<file path="src/rtl/owrp_pkg.sv">
package owrp_pkg;

    typedef enum logic [1:0] {
        ST_IDLE        = 2'd0,
        ST_RESET_LOW   = 2'd1,
        ST_WAIT_SAMPLE = 2'd2,
        ST_TAIL        = 2'd3
    } owrp_state_e;

    localparam logic [1:0] ADDR_CTRL  = 2'd0;
    localparam logic [1:0] ADDR_STAT  = 2'd1;
    localparam logic [1:0] ADDR_PRESC = 2'd2;

endpackage

</file>
<file path="src/rtl/owrp_prescaler.sv">
module owrp_prescaler #(
    parameter int PRESC_W = 8
) (
    input  logic               clk_i,
    input  logic               rst_ni,
    input  logic               restart_i,
    input  logic               enable_i,
    input  logic [PRESC_W-1:0] div_i,
    output logic               tick_o
);

    logic [PRESC_W-1:0] cnt_q;
    logic               wrap;

    // wrap also covers a divisor lowered below the current count mid-run
    assign wrap   = (cnt_q >= div_i);
    assign tick_o = enable_i && wrap && !restart_i;

    always_ff @(posedge clk_i or negedge rst_ni) begin
        if (!rst_ni) begin
            cnt_q <= '0;
        end else if (restart_i) begin
            cnt_q <= '0;
        end else if (enable_i) begin
            if (wrap) begin
                cnt_q <= '0;
            end else begin
                cnt_q <= cnt_q + 1'b1;
            end
        end
    end

endmodule

</file>
<file path="src/rtl/owrp_sync.sv">
module owrp_sync #(
    parameter int STAGES = 2
) (
    input  logic clk_i,
    input  logic rst_ni,
    input  logic async_i,
    output logic sync_o
);

    logic [STAGES-1:0] chain_q;

    // released line idles high, so the chain resets to ones
    always_ff @(posedge clk_i or negedge rst_ni) begin
        if (!rst_ni) begin
            chain_q <= '1;
        end else begin
            chain_q[0] <= async_i;
            for (int i = 1; i < STAGES; i++) begin
                chain_q[i] <= chain_q[i-1];
            end
        end
    end

    assign sync_o = chain_q[STAGES-1];

endmodule

</file>
<file path="src/rtl/owrp_regs.sv">
module owrp_regs
    import owrp_pkg::*;
#(
    parameter int REG_W       = 8,
    parameter int PRESC_W     = 8,
    parameter int PRESC_RESET = 99
) (
    input  logic               clk_i,
    input  logic               rst_ni,
    input  logic               wr_en_i,
    input  logic [1:0]         addr_i,
    input  logic [REG_W-1:0]   wdata_i,
    output logic [REG_W-1:0]   rdata_o,
    input  logic               busy_i,
    input  logic               presence_i,
    output logic               start_req_o,
    output logic [PRESC_W-1:0] presc_o
);

    localparam logic [PRESC_W-1:0] PRESC_INIT = PRESC_W'(PRESC_RESET);

    logic [PRESC_W-1:0] presc_q;

    assign start_req_o = wr_en_i && (addr_i == ADDR_CTRL) && wdata_i[0];
    assign presc_o     = presc_q;

    always_ff @(posedge clk_i or negedge rst_ni) begin
        if (!rst_ni) begin
            presc_q <= PRESC_INIT;
        end else if (wr_en_i && (addr_i == ADDR_PRESC)) begin
            presc_q <= wdata_i[PRESC_W-1:0];
        end
    end

    always_comb begin
        unique case (addr_i)
            ADDR_CTRL:  rdata_o = {{(REG_W-1){1'b0}}, busy_i};
            ADDR_STAT:  rdata_o = {{(REG_W-1){1'b0}}, presence_i};
            ADDR_PRESC: rdata_o = REG_W'(presc_q);
            default:    rdata_o = '0;
        endcase
    end

endmodule

</file>
<file path="src/rtl/owrp_seq.sv">
module owrp_seq
    import owrp_pkg::*;
#(
    parameter int RESET_US  = 480,
    parameter int SAMPLE_US = 68,
    parameter int DONE_US   = 512
) (
    input  logic clk_i,
    input  logic rst_ni,
    input  logic start_req_i,
    input  logic tick_i,
    input  logic line_sync_i,
    output logic start_acc_o,
    output logic busy_o,
    output logic drive_low_o,
    output logic presence_o
);

    localparam int CNT_MAX = (RESET_US > DONE_US) ? RESET_US : DONE_US;
    localparam int CNT_W   = $clog2(CNT_MAX + 1);
    localparam logic [CNT_W-1:0] RESET_LAST  = CNT_W'(RESET_US - 1);
    localparam logic [CNT_W-1:0] SAMPLE_LAST = CNT_W'(SAMPLE_US - 1);
    localparam logic [CNT_W-1:0] DONE_LAST   = CNT_W'(DONE_US - 1);

    owrp_state_e      state_q, state_d;
    logic [CNT_W-1:0] tick_cnt_q;
    logic             presence_q;
    logic             launch, release_ev, sample_ev, finish_ev;

    assign launch     = (state_q == ST_IDLE) && start_req_i;
    assign release_ev = (state_q == ST_RESET_LOW) && tick_i && (tick_cnt_q == RESET_LAST);
    assign sample_ev  = (state_q == ST_WAIT_SAMPLE) && tick_i && (tick_cnt_q == SAMPLE_LAST);
    assign finish_ev  = (state_q == ST_TAIL) && tick_i && (tick_cnt_q == DONE_LAST);

    // state register
    always_ff @(posedge clk_i or negedge rst_ni) begin
        if (!rst_ni) begin
            state_q <= ST_IDLE;
        end else begin
            state_q <= state_d;
        end
    end

    // next-state logic
    always_comb begin
        state_d = state_q;
        unique case (state_q)
            ST_IDLE:        if (launch)     state_d = ST_RESET_LOW;
            ST_RESET_LOW:   if (release_ev) state_d = ST_WAIT_SAMPLE;
            ST_WAIT_SAMPLE: if (sample_ev)  state_d = ST_TAIL;
            ST_TAIL:        if (finish_ev)  state_d = ST_IDLE;
            default:        state_d = ST_IDLE;
        endcase
    end

    // tick counter: counts reset ticks, then ticks since release
    always_ff @(posedge clk_i or negedge rst_ni) begin
        if (!rst_ni) begin
            tick_cnt_q <= '0;
        end else if (launch || release_ev || finish_ev) begin
            tick_cnt_q <= '0;
        end else if (tick_i && (state_q != ST_IDLE)) begin
            tick_cnt_q <= tick_cnt_q + 1'b1;
        end
    end

    // presence flag
    always_ff @(posedge clk_i or negedge rst_ni) begin
        if (!rst_ni) begin
            presence_q <= 1'b0;
        end else if (launch) begin
            presence_q <= 1'b0;
        end else if (sample_ev) begin
            presence_q <= !line_sync_i;
        end
    end

    // outputs
    always_comb begin
        start_acc_o = launch;
        presence_o  = presence_q;
        unique case (state_q)
            ST_IDLE: begin
                busy_o      = 1'b0;
                drive_low_o = 1'b0;
            end
            ST_RESET_LOW: begin
                busy_o      = 1'b1;
                drive_low_o = 1'b1;
            end
            ST_WAIT_SAMPLE, ST_TAIL: begin
                busy_o      = 1'b1;
                drive_low_o = 1'b0;
            end
            default: begin
                busy_o      = 1'b0;
                drive_low_o = 1'b0;
            end
        endcase
    end

endmodule

</file>
<file path="src/rtl/owrp_ctrl.sv">
module owrp_ctrl
    import owrp_pkg::*;
#(
    parameter int PRESC_RESET = 99,
    parameter int RESET_US    = 480,
    parameter int SAMPLE_US   = 68,
    parameter int DONE_US     = 512,
    parameter int SYNC_STAGES = 2
) (
    input  logic       clk_i,
    input  logic       rst_ni,
    input  logic       reg_wr_en_i,
    input  logic [1:0] reg_addr_i,
    input  logic [7:0] reg_wdata_i,
    output logic [7:0] reg_rdata_o,
    output logic       line_drive_low_o,
    input  logic       line_i
);

    localparam int REG_W   = 8;
    localparam int PRESC_W = 8;

    logic               start_req;
    logic               start_acc;
    logic               busy;
    logic               presence;
    logic               tick;
    logic               line_sync;
    logic [PRESC_W-1:0] presc;

    owrp_regs #(
        .REG_W       (REG_W),
        .PRESC_W     (PRESC_W),
        .PRESC_RESET (PRESC_RESET)
    ) u_regs (
        .clk_i       (clk_i),
        .rst_ni      (rst_ni),
        .wr_en_i     (reg_wr_en_i),
        .addr_i      (reg_addr_i),
        .wdata_i     (reg_wdata_i),
        .rdata_o     (reg_rdata_o),
        .busy_i      (busy),
        .presence_i  (presence),
        .start_req_o (start_req),
        .presc_o     (presc)
    );

    owrp_prescaler #(
        .PRESC_W (PRESC_W)
    ) u_presc (
        .clk_i     (clk_i),
        .rst_ni    (rst_ni),
        .restart_i (start_acc),
        .enable_i  (busy),
        .div_i     (presc),
        .tick_o    (tick)
    );

    owrp_sync #(
        .STAGES (SYNC_STAGES)
    ) u_sync (
        .clk_i   (clk_i),
        .rst_ni  (rst_ni),
        .async_i (line_i),
        .sync_o  (line_sync)
    );

    owrp_seq #(
        .RESET_US  (RESET_US),
        .SAMPLE_US (SAMPLE_US),
        .DONE_US   (DONE_US)
    ) u_seq (
        .clk_i       (clk_i),
        .rst_ni      (rst_ni),
        .start_req_i (start_req),
        .tick_i      (tick),
        .line_sync_i (line_sync),
        .start_acc_o (start_acc),
        .busy_o      (busy),
        .drive_low_o (line_drive_low_o),
        .presence_o  (presence)
    );

endmodule

</file>
<file path="config.mk">
export PLATFORM = sky130hd
export DESIGN_NAME = owrp_ctrl
export DESIGN_NICKNAME = d
export VERILOG_FILES = /design/src/rtl/owrp_pkg.sv /design/src/rtl/owrp_prescaler.sv /design/src/rtl/owrp_sync.sv /design/src/rtl/owrp_regs.sv /design/src/rtl/owrp_seq.sv /design/src/rtl/owrp_ctrl.sv
export SDC_FILE = /design/constraint.sdc
export NUM_CORES = 1
export LEC_CHECK = 0
export BUFFER_PORTS_ARGS = -buffer_cell sky130_fd_sc_hd__buf_2
export CORE_ASPECT_RATIO = 1.4
export CORE_MARGIN = 2
export CORE_UTILIZATION = 60
export CTS_BUF_LIST = sky130_fd_sc_hd__clkbuf_2 sky130_fd_sc_hd__clkbuf_4 sky130_fd_sc_hd__clkbuf_8
export CTS_CLUSTER_DIAMETER = 60
export DETAILED_ROUTE_END_ITERATION = 8
export PLACE_DENSITY = 0.9
export SLEW_MARGIN = 5
export SYNTH_ARGS = -nofsm -noshare
export SYNTH_HDL_FRONTEND = slang
export SYNTH_SLANG_ARGS = --single-unit
</file>
<file path="constraint.sdc">
create_clock -name clk_i -period 2.8 [get_ports clk_i]
set_clock_uncertainty 0.1 [all_clocks]
set_input_delay 0 -clock clk_i [delete_from_list [all_inputs] [get_ports clk_i]]
set_output_delay 0 -clock clk_i [all_outputs]
set_load 0.01 [all_outputs]
</file>
# Word level (Yosys, flattened, before mapping)
# Index checks and enable logic that the tools add are counted.
[totals]
word_cells = 62
regBits = 31
out_inout_bits = 9
[op_classes]
mux = 15
reduce_logical = 26
add_sub_neg = 2
n_eq_ne = 12
magnitude_cmp = 1
[ops]
columns = ["op", "n"]
rows = [
  ["$mux W8", 3],
  ["$pmux W8 S3", 1],
  ["$eq A10 B9 Y1 const B", 2],
  ["$mux W10", 2],
  ["$logic_and A1 B1 Y1", 13],
  ["$add A10 B1 Y10 const B", 1],
  ["$eq A10 B7 Y1 const B", 1],
  ["$add A8 B1 Y8 const B", 1],
  ["$ge A8 B8 Y1", 1],
  ["$mux W2", 4],
  ["$pmux W2 S4", 1],
  ["$reduce_bool A2 Y1", 4],
  ["$eq A2 B2 Y1 const B", 3],
  ["$ne A2 B1 Y1 const B", 3],
  ["$reduce_or A3 Y1", 2],
  ["$eq A2 B1 Y1 const B", 2],
  ["$logic_not A2 Y1", 2],
  ["$pmux W1 S2", 2],
  ["$reduce_and A4 Y1", 1],
  ["$logic_not A1 Y1", 2],
  ["$logic_or A1 B1 Y1", 2],
  ["$mux W1", 2],
  ["$ne A2 B2 Y1 const B", 1],
]

# Depth between registers and ports, before layout
# Gate-level depths: netlist of run 1.
[logic_depth]
ltp_word = 11
ltp_mapped = 10

# Hierarchy
# From an unflattened synthesis of run 1, not the netlist that was laid out.
[hier_totals]
cells_unflattened = 190
area_unflattened_um2 = 2016.9
[by_module_without_submodules]
columns = ["mod", "cells_per_inst", "instances", "area_each_um2"]
rows = [
  ["owrp_seq", 79, 1, 803.3],
  ["owrp_prescaler", 79, 1, 762.0],
  ["owrp_regs", 30, 1, 399.1],
  ["owrp_sync", 2, 1, 52.6],
]

# Worst setup path after synthesis of run 1
# Ideal clock, no wire load.
[synth_path]
kind = "reg-to-reg"
start = "register u_regs.presc_q[5], in the netlist u_regs.presc_o[5]"
end = "register u_seq.state_q[1]"
slack_ps = 275
required_ps = 2575
arrival_time_ps = 2300
period_less_slack_ps = 2525
stages_incl_launch_ff = 9
cell_sequence = "dfstp_2 -> inv_1 -> ha_1 -> nand4_1 -> or4_1 -> o32a_1 -> o22ai_2 -> o21ai_2 -> mux2_4"
[synth_between]
elab_chain_cells = 7
[synth_lines]
columns = ["item", "line_no", "source"]
rows = [
  ["from (decl)", "owrp_regs.sv:22", "logic [PRESC_W-1:0] presc_q;"],
  ["from (signal assigned)", "owrp_regs.sv:31", "presc_q <= wdata_i[PRESC_W-1:0];"],
  ["$ge A8 B8 Y1 *", "owrp_prescaler.sv:16", "assign wrap = (cnt_q >= div_i);"],
  ["$logic_and A1 B1 Y1 * (2 in a row)", "owrp_prescaler.sv:17", "assign tick_o = enable_i && wrap && !restart_i;"],
  ["$logic_and A1 B1 Y1, on equally long branches (2 in a row)", "owrp_seq.sv:31, owrp_seq.sv:32, owrp_seq.sv:33", ""],
  ["$ne A2 B1 Y1 (no source line)", "--", ""],
  ["$reduce_and A4 Y1 (no source line) *", "--", ""],
  ["to (signal assigned)", "owrp_seq.sv:40", "state_q <= state_d;"],
  ["to (decl)", "owrp_seq.sv:25", "owrp_state_e state_q, state_d;"],
]
# Mark *: on every way between the ends. The rest lies on a longest branch, timed or not.
# A chain may end at the register's enable or synchronous reset.

# Worst setup path in the final report of run 1
# Ends and elaborated chain as after synthesis.

==> metrics.yaml, run 1 <==
sta:
  finalCritPeriodShare_pct: 95.8
  tightest_slew_ns: 0.685
  finalHoldViolations: 0
  tns_ns: 0
  slew_violations: 0
  hold_ws_ns: 0.0830
  fin_crit_ns: 2.68
  setup_violations: 0
  rsz0062_at_grt: "no"
  fmax_ghz: 0.373
  max_slew_margin_pct: 54.3
routing:
  wirelength_mm: 3.99
  drtPass1Iterations: 4
  viasPerCell: 5.67
  post_drt_wl_per_cell_um: 15.3
  postRouteAntennaNets: 0
  vias: 1479
  drtIter0Drc: 29
  post-route-drc-count: 0
cells_and_area:
  area_growth_pct: 21.1
  antennaDiodeCount: 0
  fillerInstances: 191
  multi_input_area_um2: 986
  mostFrequentLayoutCells: "dfrtp_1, buf_2, nand2_1"
  final-seq-area_um2: 783
  final_layout_size_suffix_gt1_share_pct: 24.1
  final_common_cell: "dfrtp_1"
  nets: 251
die:
  core_area_um2: 2880
  floorplan.initialDensity_pct: 63.3
  io_pins: 23
  die_y_um: 69.2
  die_x_um: 50.6
  placementRows: 23
  dieArea_um2: 3500
global_routing:
  gr-total-overflow: 0
  track_usage_pct: 25.7
  grt_antenna_before_repair: 0
  grt_pass1_wl_mm: 6.70
  grt_max_degree: 32
  grt_pass1_vias: 1592
yosys:
  synth-edff-count: 0
  ys_seq_elements: 31
  synth_cells: 184
  syn_area_um2: 1820
  syn-num-nets: 212
  yosys_warnings: 0
  async_flop_share_pct: 100
  ys.flop_type: "dfrtp_1"
  syn_avg_cell_area_um2: 9.91
  yosysUniqueCellTypes: 40
  synth-seq-area-share_pct: 43.0
setup_path:
  cp.arrival_ns: 2.76
  worst-setup-path-type: "reg2reg"
  endpoint_kind: "register"
  crit_required_ns: 2.88
  path_max_fanout: 3
  startpoint_type: "register"
power:
  power_density_nw_per_um2: 703
  ir_drop_v: 0.000536
  p_leak_uw: 0.00104
clock_tree:
  clockBufferDepth: 2
  cts_made_buffers: 5
  cts_resized: 0
  clk_pin_slew_ns: 0.06
  cts_num_sinks: 31
  root_buffer: "clkbuf_8"
  cts_tree: "yes"
  hold_buffers: 10
  post_cts_buffers: 0
  clk_latency_ns: 0.29
  ctsHtreeMaxLevel: 2
worst_hold_path:
  hold_class: "in2reg"
job:
  cap_violations: 0
place:
  place_congestion: 0.774
  hpwl_mm: 2.68
  io_buffers: 22
status:
  status: "finished clean"
-- routing by layer --
layer	vias to the layer above	global-route usage [%]	part of all wire [%]
li1	735	-	-
met1	695	26.3	38
met2	37	45.8	55
met3	12	5.60	3.6
met4	0	16.2	3.6
met5	-	0	0
-- synth_stat cells, drive strengths merged (2+ instances only) --
cell / instances / area, um2
dfrtp: 25 / 626
nand2: 17 / 63.8
o21ai: 17 / 92.6
ha: 14 / 175
nor2: 14 / 52.6
inv: 11 / 41.3
mux2: 9 / 105
nand4: 9 / 56.3
xor2: 8 / 70.1
and2: 7 / 43.8
a21oi: 6 / 30.0
and3: 6 / 37.5
dfstp: 6 / 158
nand2b: 4 / 25.0
o21a: 3 / 22.5
or3: 3 / 18.8
clkbuf: 2 / 7.51
mux2i: 2 / 20.0
nand3: 2 / 10.0
-- stage by stage --
step	cells	total power [uW]	worst slack, ns	cell area (um2)	util, %
2_1_floorplan	184	939	0.275	1820	-
3_3_place_gp	243	1050	0.197	1990	69.1
3_5_place_dp	243	1080	0.125	1990	69.1
4_1_cts	261	1560	0.122	2210	76.7
5_1_grt	261	1660	0.0181	2210	76.7
6_report	261	1550	0.119	2210	76.7
-- cell families after synthesis --
logic type	share of synthesized area, %
AO/OA/AOI/OAI	12.8
adder cells (fa/ha/maj)	9.61
multiplexers	6.86
XOR/XNOR	4.32
buffers and inverters	2.95
flip-flops	43.0
AND/OR/NAND/NOR	20.5
-- where the power goes --
group | leakage, uW | switching [uW] | internal, uW
combinational | 0.000597 | 229 | 208
sequential | 0.000383 | 108 | 551
clock | 0.0000612 | 169 | 288
-- worst max-delay path, stage by stage (launching register included) --
cell and delay, ns:
dfstp_2 0.53, inv_1 0.04, ha_1 0.29, nand4_1 0.14
or4_1 0.53, o32a_1 0.37, nor3_2 0.18, o21ai_2 0.09
mux2_4 0.29
-- flip-flops by register name, indices dropped and copies added, names as in the netlist --
signal / flops
u_seq.tick_cnt_q: 10
u_presc.cnt_q: 8
u_seq.state_q: 2
u_regs.presc_o: 8
u_seq.presence_o: 1
u_sync.chain_q: 2
-- cell type report --
type,count,share of cell area (%)
Multi-Input combinational cell,139,44.7
Clock inverter,2,1.59
Sequential cell,31,35.5
Tap cell,37,2.10
Timing Repair Buffer,35,10.5
Clock buffer,6,3.74
Inverter,11,1.87
-- path summary, 6_finish.rpt --
path / start / end / slack [ns] / cells past startpoint
hold / removal: reg_addr_i[1] / u_seq.presence_o / 0.08 / 4
min in group asynchronous: rst_ni / u_regs.presc_o[3] / 0.19 / 2
setup reg to reg: u_regs.presc_o[5] / u_seq.state_q[1] / 0.12 / 8
setup / recovery: u_regs.presc_o[5] / u_seq.state_q[1] / 0.12 / 8
max in group asynchronous: rst_ni / u_seq.tick_cnt_q[3] / 1.97 / 2
hold reg to reg: u_sync.chain_q[0] / u_sync.chain_q[1] / 0.26 / 0
(Power assumes the default switching activity.)
==> inputs of run 2 (changes only) <==
Settings changed: RECOVER_POWER set to 25, SLEW_MARGIN 5 to 40.
==> run 2 against run 1 <==
The run now ends with capacitance limit, slew limit left; wire length is essentially flat; flip-flop and latch count unchanged; via count unchanged; design area barely moved; register-to-register slack about the same; critical path depth unchanged; non-clock buffer count stayed put; largest power group unchanged.
==> metrics.yaml, run 2 (synthesis results as in run 1) <==
sta:
  finalHoldViolations: 0
  fin_crit_ns: 2.68
  setup_violations: 0
  slew_violations: 32
  tns_ns: 0
  rsz0062_at_grt: "no"
  finalCritPeriodShare_pct: 95.8
  max_slew_margin_pct: -10.2
  fmax_ghz: 0.373
  tightest_slew_ns: 1.65
global_routing:
  grt_max_degree: 32
  grt_pass1_wl_mm: 6.70
  track_usage_pct: 25.7
  grt_pass1_vias: 1592
  gr-total-overflow: 0
  grt_antenna_before_repair: 0
die:
  dieArea_um2: 3500
  io_pins: 23
  die_x_um: 50.6
  placementRows: 23
  core_area_um2: 2880
  die_y_um: 69.2
  floorplan.initialDensity_pct: 63.3
routing:
  wirelength_mm: 3.98
  drtIter0Drc: 29
  postRouteAntennaNets: 0
  post-route-drc-count: 0
  vias: 1479
  viasPerCell: 5.67
  post_drt_wl_per_cell_um: 15.3
  drtPass1Iterations: 4
place:
  place_congestion: 0.774
  io_buffers: 22
  dp_cells: 243
  hpwl_mm: 2.68
  post_dp_cell_area_um2: 1990
power:
  ir_drop_v: 0.000536
  power_density_nw_per_um2: 703
  p_leak_uw: 0.00104
clock_tree:
  clockBufferDepth: 2
  cts_made_buffers: 5
  post_cts_buffers: 0
  ctsHtreeMaxLevel: 2
  root_buffer: "clkbuf_8"
  clk_pin_slew_ns: 0.06
  clk_latency_ns: 0.29
  cts_num_sinks: 31
  cts_tree: "yes"
setup_path:
  worst-setup-path-type: "reg2reg"
  max_stage_delay_ns: 0.53
  worst_path_max_delay_cell: "dfstp_2"
  endpoint_kind: "register"
  startpoint_type: "register"
  path_max_fanout: 3
  crit_required_ns: 2.88
  cp.arrival_ns: 2.76
  cp_cell_sequence: "inv_1, ha_1, nand4_1, or4_1, o32a_1, nor3_2, o21ai_2, mux2_4"
cells_and_area:
  fin_cells: 261
  design_area_um2: 2210
  fin_util_pct: 76.7
  antennaDiodeCount: 0
  regMostFlops: "u_seq.tick_cnt_q"
  mostFrequentLayoutCells: "dfrtp_1, buf_2, nand2_1"
  area_growth_pct: 21.0
  final_layout_size_suffix_gt1_share_pct: 23.7
  largest_reg_flops: 10
  final_common_cell: "dfrtp_1"
  fillerInstances: 191
  nets: 251
status:
  violations: "capacitance limit, slew limit"
  status: "finished, violations left"
job:
  cap_violations: 1
worst_hold_path:
  hold_class: "in2reg"
==> run 2: path summary, 6_finish.rpt <==
kind / startpoint / endpoint / slack, ns / depth (start not counted)
setup / recovery: u_regs.presc_o[5] / u_seq.state_q[1] / 0.12 / 8
hold / removal: reg_addr_i[1] / u_seq.presence_o / 0.08 / 4
setup reg to reg: u_regs.presc_o[5] / u_seq.state_q[1] / 0.12 / 8
hold reg to reg: u_sync.chain_q[0] / u_sync.chain_q[1] / 0.26 / 0
max in group asynchronous: rst_ni / u_seq.tick_cnt_q[3] / 1.07 / 2
min in group asynchronous: rst_ni / u_regs.presc_o[3] / 0.57 / 2
==> run 2: critical path, delay by kind of cell, from the launching register on <==
kind | cells | cell delay, ns
DFF | 1 | 0.53
adders and majority gates | 1 | 0.29
and+or+nand+nor | 3 | 0.85
muxes | 1 | 0.29
buffers and inverters | 1 | 0.04
AOI/OAI and AO/OA | 2 | 0.46
==> run 2: area by class of cell <==
type                            count  area, um2  area share (%)
Tap cell                           37       46.3            2.10
Clock buffer                        6       82.6            3.74
Multi-Input combinational cell    139        986            44.7
Sequential cell                    31        783            35.5
Timing Repair Buffer               35        231            10.5
Inverter                           11       41.3            1.87
Clock inverter                      2       35.0            1.59
==> run 2: report_power, final <==
group	internal [uW]	switching (uW)	total, uW
logic	208	229	437
registers	551	108	658
clock network	288	169	457
total	1050	505	1550
==> run 2: repair_timing <==
item,CTS,global route
hold endpoints to repair,34,0
hold buffers,10,0
gates resized for setup,0,0
==> run 2: metrics by stage <==
stage	total power, uW	hold slack, ns	worst slack, ns
after global placement	1050	-0.0270	0.197
final	1550	0.0830	0.119
after detailed placement	1080	-0.0237	0.125
after floorplan	939	-0.396	0.275
after global routing	1660	0.113	0.0181
after CTS	1560	0.0782	0.122
==> run 2: per-layer routing <==
layer	vias to the layer above	track usage [%]	wire [um]
li1	735	-	-
met1	695	26.3	1500
met2	37	45.8	2200
met3	12	5.60	145
met4	0	16.2	143
met5	-	0	0
